**src/rtl/nte_pkg.sv**
```systemverilog
package nte_pkg;

  typedef enum logic [2:0] {
    CS_IDLE,
    CS_WARM,
    CS_BURST,
    CS_GAP,
    CS_TAIL,
    CS_HALT
  } ctl_state_e;

  typedef enum logic [1:0] {
    WS_START,
    WS_DATA,
    WS_STOP
  } word_src_e;

endpackage

```
**src/rtl/nte_timer.sv**
```systemverilog
module nte_timer #(
  parameter int TW = 8
) (
  input  logic          clk,
  input  logic          rst_n,
  input  logic          load_i,
  input  logic [TW-1:0] val_i,
  output logic          zero_o
);

  logic [TW-1:0] cnt_q, cnt_d;

  always_comb begin
    cnt_d = cnt_q;
    if (load_i)             cnt_d = val_i;
    else if (cnt_q != '0)   cnt_d = cnt_q - 1'b1;
  end

  always_ff @(posedge clk or negedge rst_n) begin
    if (!rst_n) cnt_q <= '0;
    else        cnt_q <= cnt_d;
  end

  assign zero_o = (cnt_q == '0);

endmodule

```
**src/rtl/nte_burst.sv**
```systemverilog
module nte_burst #(
  parameter int PULSE_PER = 4
) (
  input  logic       clk,
  input  logic       rst_n,
  input  logic       go_i,
  input  logic [3:0] nib_i,
  output logic       pulse_o,
  output logic       fin_o
);

  localparam int PW = (PULSE_PER > 2) ? $clog2(PULSE_PER) : 1;
  localparam logic [PW-1:0] PH_LAST = PW'(PULSE_PER - 1);
  localparam logic [PW-1:0] PH_HI   = PW'(PULSE_PER / 2);

  logic          act_q, act_d;
  logic [PW-1:0] ph_q, ph_d;
  logic [4:0]    rem_q, rem_d;

  always_comb begin
    act_d = act_q;
    ph_d  = ph_q;
    rem_d = rem_q;
    if (go_i) begin
      act_d = 1'b1;
      ph_d  = '0;
      rem_d = {1'b0, nib_i} + 5'd1;
    end else if (act_q) begin
      if (ph_q == PH_LAST) begin
        ph_d  = '0;
        rem_d = rem_q - 5'd1;
        if (rem_q == 5'd1) act_d = 1'b0;
      end else begin
        ph_d = ph_q + 1'b1;
      end
    end
  end

  always_ff @(posedge clk or negedge rst_n) begin
    if (!rst_n) begin
      act_q <= 1'b0;
      ph_q  <= '0;
      rem_q <= '0;
    end else begin
      act_q <= act_d;
      ph_q  <= ph_d;
      rem_q <= rem_d;
    end
  end

  assign pulse_o = act_q && (ph_q < PH_HI);
  assign fin_o   = act_q && (ph_q == PH_LAST) && (rem_q == 5'd1);

endmodule

```
**src/rtl/nte_seq.sv**
```systemverilog
module nte_seq
  import nte_pkg::*;
#(
  parameter int         AW         = 8,
  parameter logic [7:0] START_CODE = 8'hA5,
  parameter logic [7:0] STOP_CODE  = 8'hF0,
  parameter logic [7:0] EOR_CODE   = 8'hFF
) (
  input  logic          clk,
  input  logic          rst_n,
  input  logic          init_i,
  input  logic          first_i,
  input  logic          last_i,
  input  logic [AW:0]   len_i,
  input  logic          adv_i,
  input  logic [7:0]    rd_data_i,
  output logic [AW-1:0] rd_addr_o,
  output logic [3:0]    nib_o,
  output logic          last_nib_o
);

  word_src_e     src_q, src_d;
  logic [AW-1:0] idx_q, idx_d;
  logic          lo_q, lo_d;
  logic [AW:0]   len_q, len_d;
  logic          eor_q, eor_d;
  logic [7:0]    word;
  logic          word_end;

  always_comb begin
    case (src_q)
      WS_START: word = START_CODE;
      WS_DATA:  word = rd_data_i;
      default:  word = eor_q ? EOR_CODE : STOP_CODE;
    endcase
  end

  always_comb begin
    case (src_q)
      WS_START: word_end = (idx_q == AW'(1));
      WS_DATA:  word_end = ({1'b0, idx_q} == len_q - 1'b1);
      default:  word_end = (idx_q == AW'(2));
    endcase
  end

  always_comb begin
    src_d = src_q;
    idx_d = idx_q;
    lo_d  = lo_q;
    len_d = len_q;
    eor_d = eor_q;
    if (init_i) begin
      len_d = len_i;
      eor_d = last_i;
      idx_d = '0;
      lo_d  = 1'b0;
      if (first_i)           src_d = WS_START;
      else if (len_i == '0)  src_d = WS_STOP;
      else                   src_d = WS_DATA;
    end else if (adv_i) begin
      if (!lo_q) begin
        lo_d = 1'b1;
      end else begin
        lo_d = 1'b0;
        if (word_end && src_q == WS_START) begin
          idx_d = '0;
          src_d = (len_q == '0) ? WS_STOP : WS_DATA;
        end else if (word_end && src_q == WS_DATA) begin
          idx_d = '0;
          src_d = WS_STOP;
        end else if (!word_end) begin
          idx_d = idx_q + 1'b1;
        end
      end
    end
  end

  always_ff @(posedge clk or negedge rst_n) begin
    if (!rst_n) begin
      src_q <= WS_STOP;
      idx_q <= '0;
      lo_q  <= 1'b0;
      len_q <= '0;
      eor_q <= 1'b0;
    end else begin
      src_q <= src_d;
      idx_q <= idx_d;
      lo_q  <= lo_d;
      len_q <= len_d;
      eor_q <= eor_d;
    end
  end

  assign rd_addr_o  = idx_q;
  assign nib_o      = lo_q ? word[3:0] : word[7:4];
  assign last_nib_o = (src_q == WS_STOP) && word_end && lo_q;

endmodule

```
**src/rtl/nte_ctrl.sv**
```systemverilog
module nte_ctrl
  import nte_pkg::*;
#(
  parameter int TW       = 8,
  parameter int WARM_CYC = 60,
  parameter int NIB_GAP  = 12,
  parameter int END_GAP  = 24
) (
  input  logic          clk,
  input  logic          rst_n,
  input  logic          start_i,
  input  logic          last_i,
  input  logic          burst_fin_i,
  input  logic          last_nib_i,
  input  logic          tmr_zero_i,
  output logic          tmr_load_o,
  output logic [TW-1:0] tmr_val_o,
  output logic          burst_go_o,
  output logic          seq_init_o,
  output logic          seq_first_o,
  output logic          seq_adv_o,
  output logic          motor_o,
  output logic          done_o
);

  ctl_state_e st_q, st_d;
  logic first_q, first_d;
  logic eor_q, eor_d;
  logic motor_q, motor_d;
  logic done_q, done_d;

  always_comb begin
    st_d       = st_q;
    first_d    = first_q;
    eor_d      = eor_q;
    motor_d    = motor_q;
    done_d     = 1'b0;
    tmr_load_o = 1'b0;
    tmr_val_o  = '0;
    burst_go_o = 1'b0;
    seq_init_o = 1'b0;
    seq_adv_o  = 1'b0;
    case (st_q)
      CS_IDLE: if (start_i) begin
        st_d       = CS_WARM;
        motor_d    = 1'b1;
        tmr_load_o = 1'b1;
        tmr_val_o  = TW'(WARM_CYC - 1);
        seq_init_o = 1'b1;
        first_d    = 1'b0;
        eor_d      = last_i;
      end
      CS_WARM, CS_GAP: if (tmr_zero_i) begin
        st_d       = CS_BURST;
        burst_go_o = 1'b1;
      end
      CS_BURST: if (burst_fin_i) begin
        seq_adv_o  = 1'b1;
        tmr_load_o = 1'b1;
        if (last_nib_i) begin
          st_d      = CS_TAIL;
          tmr_val_o = TW'(END_GAP - 1);
        end else begin
          st_d      = CS_GAP;
          tmr_val_o = TW'(NIB_GAP - 1);
        end
      end
      CS_TAIL: if (tmr_zero_i) begin
        motor_d = 1'b0;
        done_d  = 1'b1;
        st_d    = eor_q ? CS_HALT : CS_IDLE;
      end
      default: st_d = CS_HALT;
    endcase
  end

  always_ff @(posedge clk or negedge rst_n) begin
    if (!rst_n) begin
      st_q    <= CS_IDLE;
      first_q <= 1'b1;
      eor_q   <= 1'b0;
      motor_q <= 1'b0;
      done_q  <= 1'b0;
    end else begin
      st_q    <= st_d;
      first_q <= first_d;
      eor_q   <= eor_d;
      motor_q <= motor_d;
      done_q  <= done_d;
    end
  end

  assign seq_first_o = first_q;
  assign motor_o     = motor_q;
  assign done_o      = done_q;

endmodule

```
**src/rtl/nib_tape_enc.sv**
```systemverilog
module nib_tape_enc #(
  parameter int         AW         = 8,
  parameter int         WARM_CYC   = 60,
  parameter int         PULSE_PER  = 4,
  parameter int         NIB_GAP    = 12,
  parameter int         END_GAP    = 24,
  parameter logic [7:0] START_CODE = 8'hA5,
  parameter logic [7:0] STOP_CODE  = 8'hF0,
  parameter logic [7:0] EOR_CODE   = 8'hFF
) (
  input  logic          clk,
  input  logic          rst_n,
  input  logic          start_i,
  input  logic          last_i,
  input  logic [AW:0]   len_i,
  output logic [AW-1:0] rd_addr_o,
  input  logic [7:0]    rd_data_i,
  output logic          motor_o,
  output logic          pulse_o,
  output logic          done_o
);

  localparam int MAX_A = (WARM_CYC > NIB_GAP) ? WARM_CYC : NIB_GAP;
  localparam int MAX_C = (MAX_A > END_GAP) ? MAX_A : END_GAP;
  localparam int TW    = $clog2(MAX_C + 1);

  logic          tmr_load, tmr_zero;
  logic [TW-1:0] tmr_val;
  logic          go, fin, seq_init, seq_first, seq_adv, last_nib;
  logic [3:0]    nib;

  nte_ctrl #(
    .TW(TW), .WARM_CYC(WARM_CYC), .NIB_GAP(NIB_GAP), .END_GAP(END_GAP)
  ) u_ctrl (
    .clk(clk), .rst_n(rst_n), .start_i(start_i), .last_i(last_i),
    .burst_fin_i(fin), .last_nib_i(last_nib), .tmr_zero_i(tmr_zero),
    .tmr_load_o(tmr_load), .tmr_val_o(tmr_val), .burst_go_o(go),
    .seq_init_o(seq_init), .seq_first_o(seq_first), .seq_adv_o(seq_adv),
    .motor_o(motor_o), .done_o(done_o)
  );

  nte_timer #(.TW(TW)) u_tmr (
    .clk(clk), .rst_n(rst_n), .load_i(tmr_load), .val_i(tmr_val), .zero_o(tmr_zero)
  );

  nte_seq #(
    .AW(AW), .START_CODE(START_CODE), .STOP_CODE(STOP_CODE), .EOR_CODE(EOR_CODE)
  ) u_seq (
    .clk(clk), .rst_n(rst_n), .init_i(seq_init), .first_i(seq_first),
    .last_i(last_i), .len_i(len_i), .adv_i(seq_adv), .rd_data_i(rd_data_i),
    .rd_addr_o(rd_addr_o), .nib_o(nib), .last_nib_o(last_nib)
  );

  nte_burst #(.PULSE_PER(PULSE_PER)) u_burst (
    .clk(clk), .rst_n(rst_n), .go_i(go), .nib_i(nib), .pulse_o(pulse_o), .fin_o(fin)
  );

endmodule

```
**config.mk**
```make
export PLATFORM = sky130hd
export DESIGN_NAME = nib_tape_enc
export DESIGN_NICKNAME = d
export VERILOG_FILES = /design/src/rtl/nte_pkg.sv /design/src/rtl/nte_timer.sv /design/src/rtl/nte_burst.sv /design/src/rtl/nte_seq.sv /design/src/rtl/nte_ctrl.sv /design/src/rtl/nib_tape_enc.sv
export SDC_FILE = /design/constraint.sdc
export NUM_CORES = 1
export LEC_CHECK = 0
export ABC_AREA = 1
export BUFFER_PORTS_ARGS = -buffer_cell sky130_fd_sc_hd__buf_2
export CORE_AREA = 3 3 104 76
export DETAILED_ROUTE_END_ITERATION = 7
export DIE_AREA = 0 0 107 79
export HOLD_SLACK_MARGIN = 0.02
export PLACE_DENSITY = 0.6
export SYNTH_ARGS = -nofsm -noshare
export SYNTH_HDL_FRONTEND = slang
export SYNTH_SLANG_ARGS = --single-unit
```
**constraint.sdc**
```tcl
create_clock -name clk -period 1.9 [get_ports clk]
set_input_delay 0.19 -clock clk [delete_from_list [all_inputs] [get_ports clk]]
set_output_delay 0.19 -clock clk [all_outputs]
set_load 0.005 [all_outputs]
```
==> flow_summary_export.csv <==
group,metric,value,unit
synthesis,syn_avg_cell_area,6.98,um2
timing,skew,0.00612,ns
critical_path,critical_path_required,2.13,ns
floorplan,fp.dieArea,8450,um2
timing,setup_ws,-0.131,ns
pwr,p_leak,1.94,nW
final_layout,stdcell_area,3840,um2
critical_path,worst-endpoint-arrival,2.26,ns
pwr,clkPwrFrac,0.412,
placed_design,dp_slack,-0.187,ns
detailed_routing,first_pass_iters,6,
detailed_routing,wl,7950,um
placed_design,place_area,3540,um2
synthesis,yosys.cell_count.top_type,"nand2_1",
global_routing,grt_usage,0.194,
clocking,clock_latency,0.29,ns
synthesis,synth_compound_gate_area_share,0.126,
clocking,tritoncts,"built",
detailed_routing,ant_nets,0,
synthesis,yosys_warnings,0,
timing,finalCritPeriodShare,1.07,
synthesis,synthArstFlopShare,1.00,
run_status,violations,"negative setup slack",
timing,rsz0062_at_grt,"true",
clocking,cts_max_level,2,
pwr,p_per_area,409,nW/um2
floorplan,num_io_pins,32,
pwr,power_frac_seq,0.555,
placed_design,dp.cells,580,
pwr,p_sw,350,uW
timing,finalSetupViolCount,16,
detailed_routing,avgViaCountPerCell,4.95,
critical_path,path_class,"flip-flop to flip-flop",
global_routing,grt_max_degree,25,
floorplan,core,6850,um2
pwr,totalPowerFinal,1.57,mW
floorplan,rows,25,
flow_run,max-cap-violations,0,
detailed_routing,drcViolationCount,0,
synthesis,synth_edf_count,0,
critical_path,critPathLaunchType,"flip-flop",
final_layout,finalNonFillerCells,598,
detailed_routing,routedWlPerCell,13.3,um
min_path,hp-class,"input pin to flip-flop",
timing,timing.fmax,0.492,GHz
critical_path,crit_fanout,10,
final_layout,drive_gt1_frac,0.339,
placed_design,dp_hpwl,6280,um
pwr,combinationalPowerShare,0.033,
final_layout,finalNetCount,531,
run_status,status,"complete, but fails checks",
placed_design,numPortBuffers,31,
synthesis,synth_simple_gate_area_frac,0.350,
global_routing,grt_pass1_wl,13000,um
global_routing,antenna_found_initial,0,
timing,drv_slew,0,
detailed_routing,via_count,2960,
detailed_routing,initialDrtViolationCount,194,
synthesis,ys_seq_area_frac,0.369,
global_routing,grt-ovfl-total,0,
synthesis,syn_area,2790,um2
timing,relSlewSlack,0.681,
placed_design,routabilityCongestion,0.936,
pwr,p_int,1.22,mW
synthesis,synth_common_cells,"117 x nand2_1, 52 x inv_1, 39 x dfrtp_1, 35 x nor2_1, 26 x nand3_1",
timing,period_minus_slack,2.03,ns
synthesis,synth_ff_type,"dfrtp_1",
critical_path,end_kind,"flip-flop",
synthesis,synthMuxAreaShare,0,
final_layout,area_growth,37.8,%
final_layout,fin_util,0.560,
clocking,clock_sinks,41,
pwr,vdd_drop_max,0.296,mV
synthesis,yosysTopAreaCellShare,0.350,
floorplan,die_w,107,um
clocking,root_buffer,"clkbuf_8",
synthesis,synth_fa_ha_area_frac,0.0314,
timing,worst_pin_slew,0.474,ns
timing,fin_tns_setup,-1.47,ns
floorplan,die_h,79,um
pwr,netSwitchingFraction,0.222,
clocking,clk_pin_slew,0.08,ns
floorplan,start_util,0.407,
synthesis,synth.area.top_cells,"dfrtp_1 35%, nand2_1 16%, inv_1 7.0%",
synthesis,synth_cell_types,37,
critical_path,rrSetupSlack,-0.13,ns
final_layout,antenna_cells,0,
clocking,cts_made_buffers,5,
synthesis,synth_top_family_by_area,"simple AND/OR/NAND/NOR gates",
synthesis,synth_area_leader_cell,"dfrtp_1",
timing,report.final.hold_viol_count,0,
synthesis,synth-seq-cells,41,
timing,whs,0.113,ns
synthesis,synth_xor_area_frac,0.0346,
global_routing,grt_pass1_vias,2755,
synthesis,netlist_instances,399,
synthesis,syn_nets,427,
clocking,clockBufferDepth,2,
-- power groups by stage --
| stage | Clock (mW) | Combinational [mW] | Sequential, mW |
|---|---|---|---|
| 6_report | 0.648 | 0.0517 | 0.872 |
| 2_1_floorplan | 0 | 0.00268 | 0.889 |
| 4_1_cts | 0.670 | 0.0534 | 0.872 |
| 3_3_place_gp | 0 | 0.0519 | 0.889 |
| 3_5_place_dp | 0 | 0.0517 | 0.889 |
| 5_1_grt | 0.700 | 0.0588 | 0.872 |
-- what timing repair did --
action | 4_1_cts | 5_1_grt
cloned | 0 | 0
endpoints found under the setup margin | 18 | 23
setup buffers | 2 | 7
pin swaps | 8 | 11
gates resized for setup | 13 | 27
endpoints found under the hold margin | 16 | 0
hold buffers | 1 | 0
-- cell type report --
type,instances,area (um2)
Tap cell,94,118
Inverter,57,220
Clock inverter,1,5.00
Clock buffer,7,96.3
Fill cell,659,3010
Multi-Input combinational cell,296,1640
Sequential cell,41,1030
Timing Repair Buffer,102,727
-- registers in the layout, indices dropped and copies added, names as in the netlist, 2 cells and up --
register,flops
u_ctrl.st_q,3
u_burst.ph_q,2
u_burst.rem_q,5
u_tmr.cnt_q,6
u_seq.src_q,2
u_seq.len_q,9
u_seq.rd_addr_o,8
-- layout by cell type (no fill, tap or decap), types with 2 or more instances in the layout --
cell type,n
nand3_1,25
buf_2,31
xor2_1,11
o21ai_0,18
o211ai_1,2
buf_12,2
ha_1,5
o21ai_2,8
nand3b_1,4
nand2_1,108
nor2_1,26
nand3_2,2
nand4_1,11
ha_4,2
clkbuf_8,7
inv_2,7
nor2_2,9
a21oi_2,2
a21oi_1,8
dfrtp_1,39
o22ai_1,2
o21ai_1,10
nand2_2,17
buf_6,3
nor2_4,6
inv_1,48
dfstp_2,2
nor3_1,6
buf_4,65
-- kinds of logic after synthesis --
logic type | Yosys count
and+or+nand+nor | 219
buffers and inverters | 62
AOI/OAI and AO/OA | 59
DFF | 41
xor gates and xnor gates | 11
adders and majority gates | 7
-- routing by layer --
layer | global-route usage | vias to the layer above | wire [um]
met5 | 0 | - | 0
met1 | 0.293 | 1380 | 4040
met2 | 0.290 | 71 | 3410
met4 | 0.0345 | 0 | 66
met3 | 0.0366 | 8 | 437
li1 | - | 1501 | -
-- worst max-delay path, stage by stage (launching register included) --
cell	delay [ns]
dfrtp_1	0.36
inv_2	0.06
ha_4	0.26
inv_2	0.03
nand2_2	0.05
nand2_1	0.05
nand2_1	0.05
nand2_1	0.05
nor2_2	0.12
nand2_1	0.08
nor2_2	0.11
nand2_2	0.08
nor2_4	0.15
nand4_2	0.13
nand2_2	0.14
buf_12	0.15
nand2_2	0.05
o21ai_2	0.05
-- path summary, 6_finish.rpt --
path | start | endpoint | cells after the start
worst max-delay path | u_seq.len_q[1]$_DFFE_PN0P_ | u_seq.rd_addr_o[6]$_DFFE_PN0P_ | 17
worst min-delay path | last_i | u_ctrl.eor_q$_DFFE_PN0P_ | 3
worst max register to register | u_seq.len_q[1]$_DFFE_PN0P_ | u_seq.rd_addr_o[6]$_DFFE_PN0P_ | 17
worst min register to register | u_ctrl.seq_first_o$_DFFE_PN1P_ | u_ctrl.seq_first_o$_DFFE_PN1P_ | 2
max in group asynchronous | rst_n | u_seq.src_q[1]$_DFFE_PN1P_ | 3
min in group asynchronous | rst_n | u_seq.rd_addr_o[3]$_DFFE_PN0P_ | 2
No activity file was read; power rests on OpenSTA's default activity.
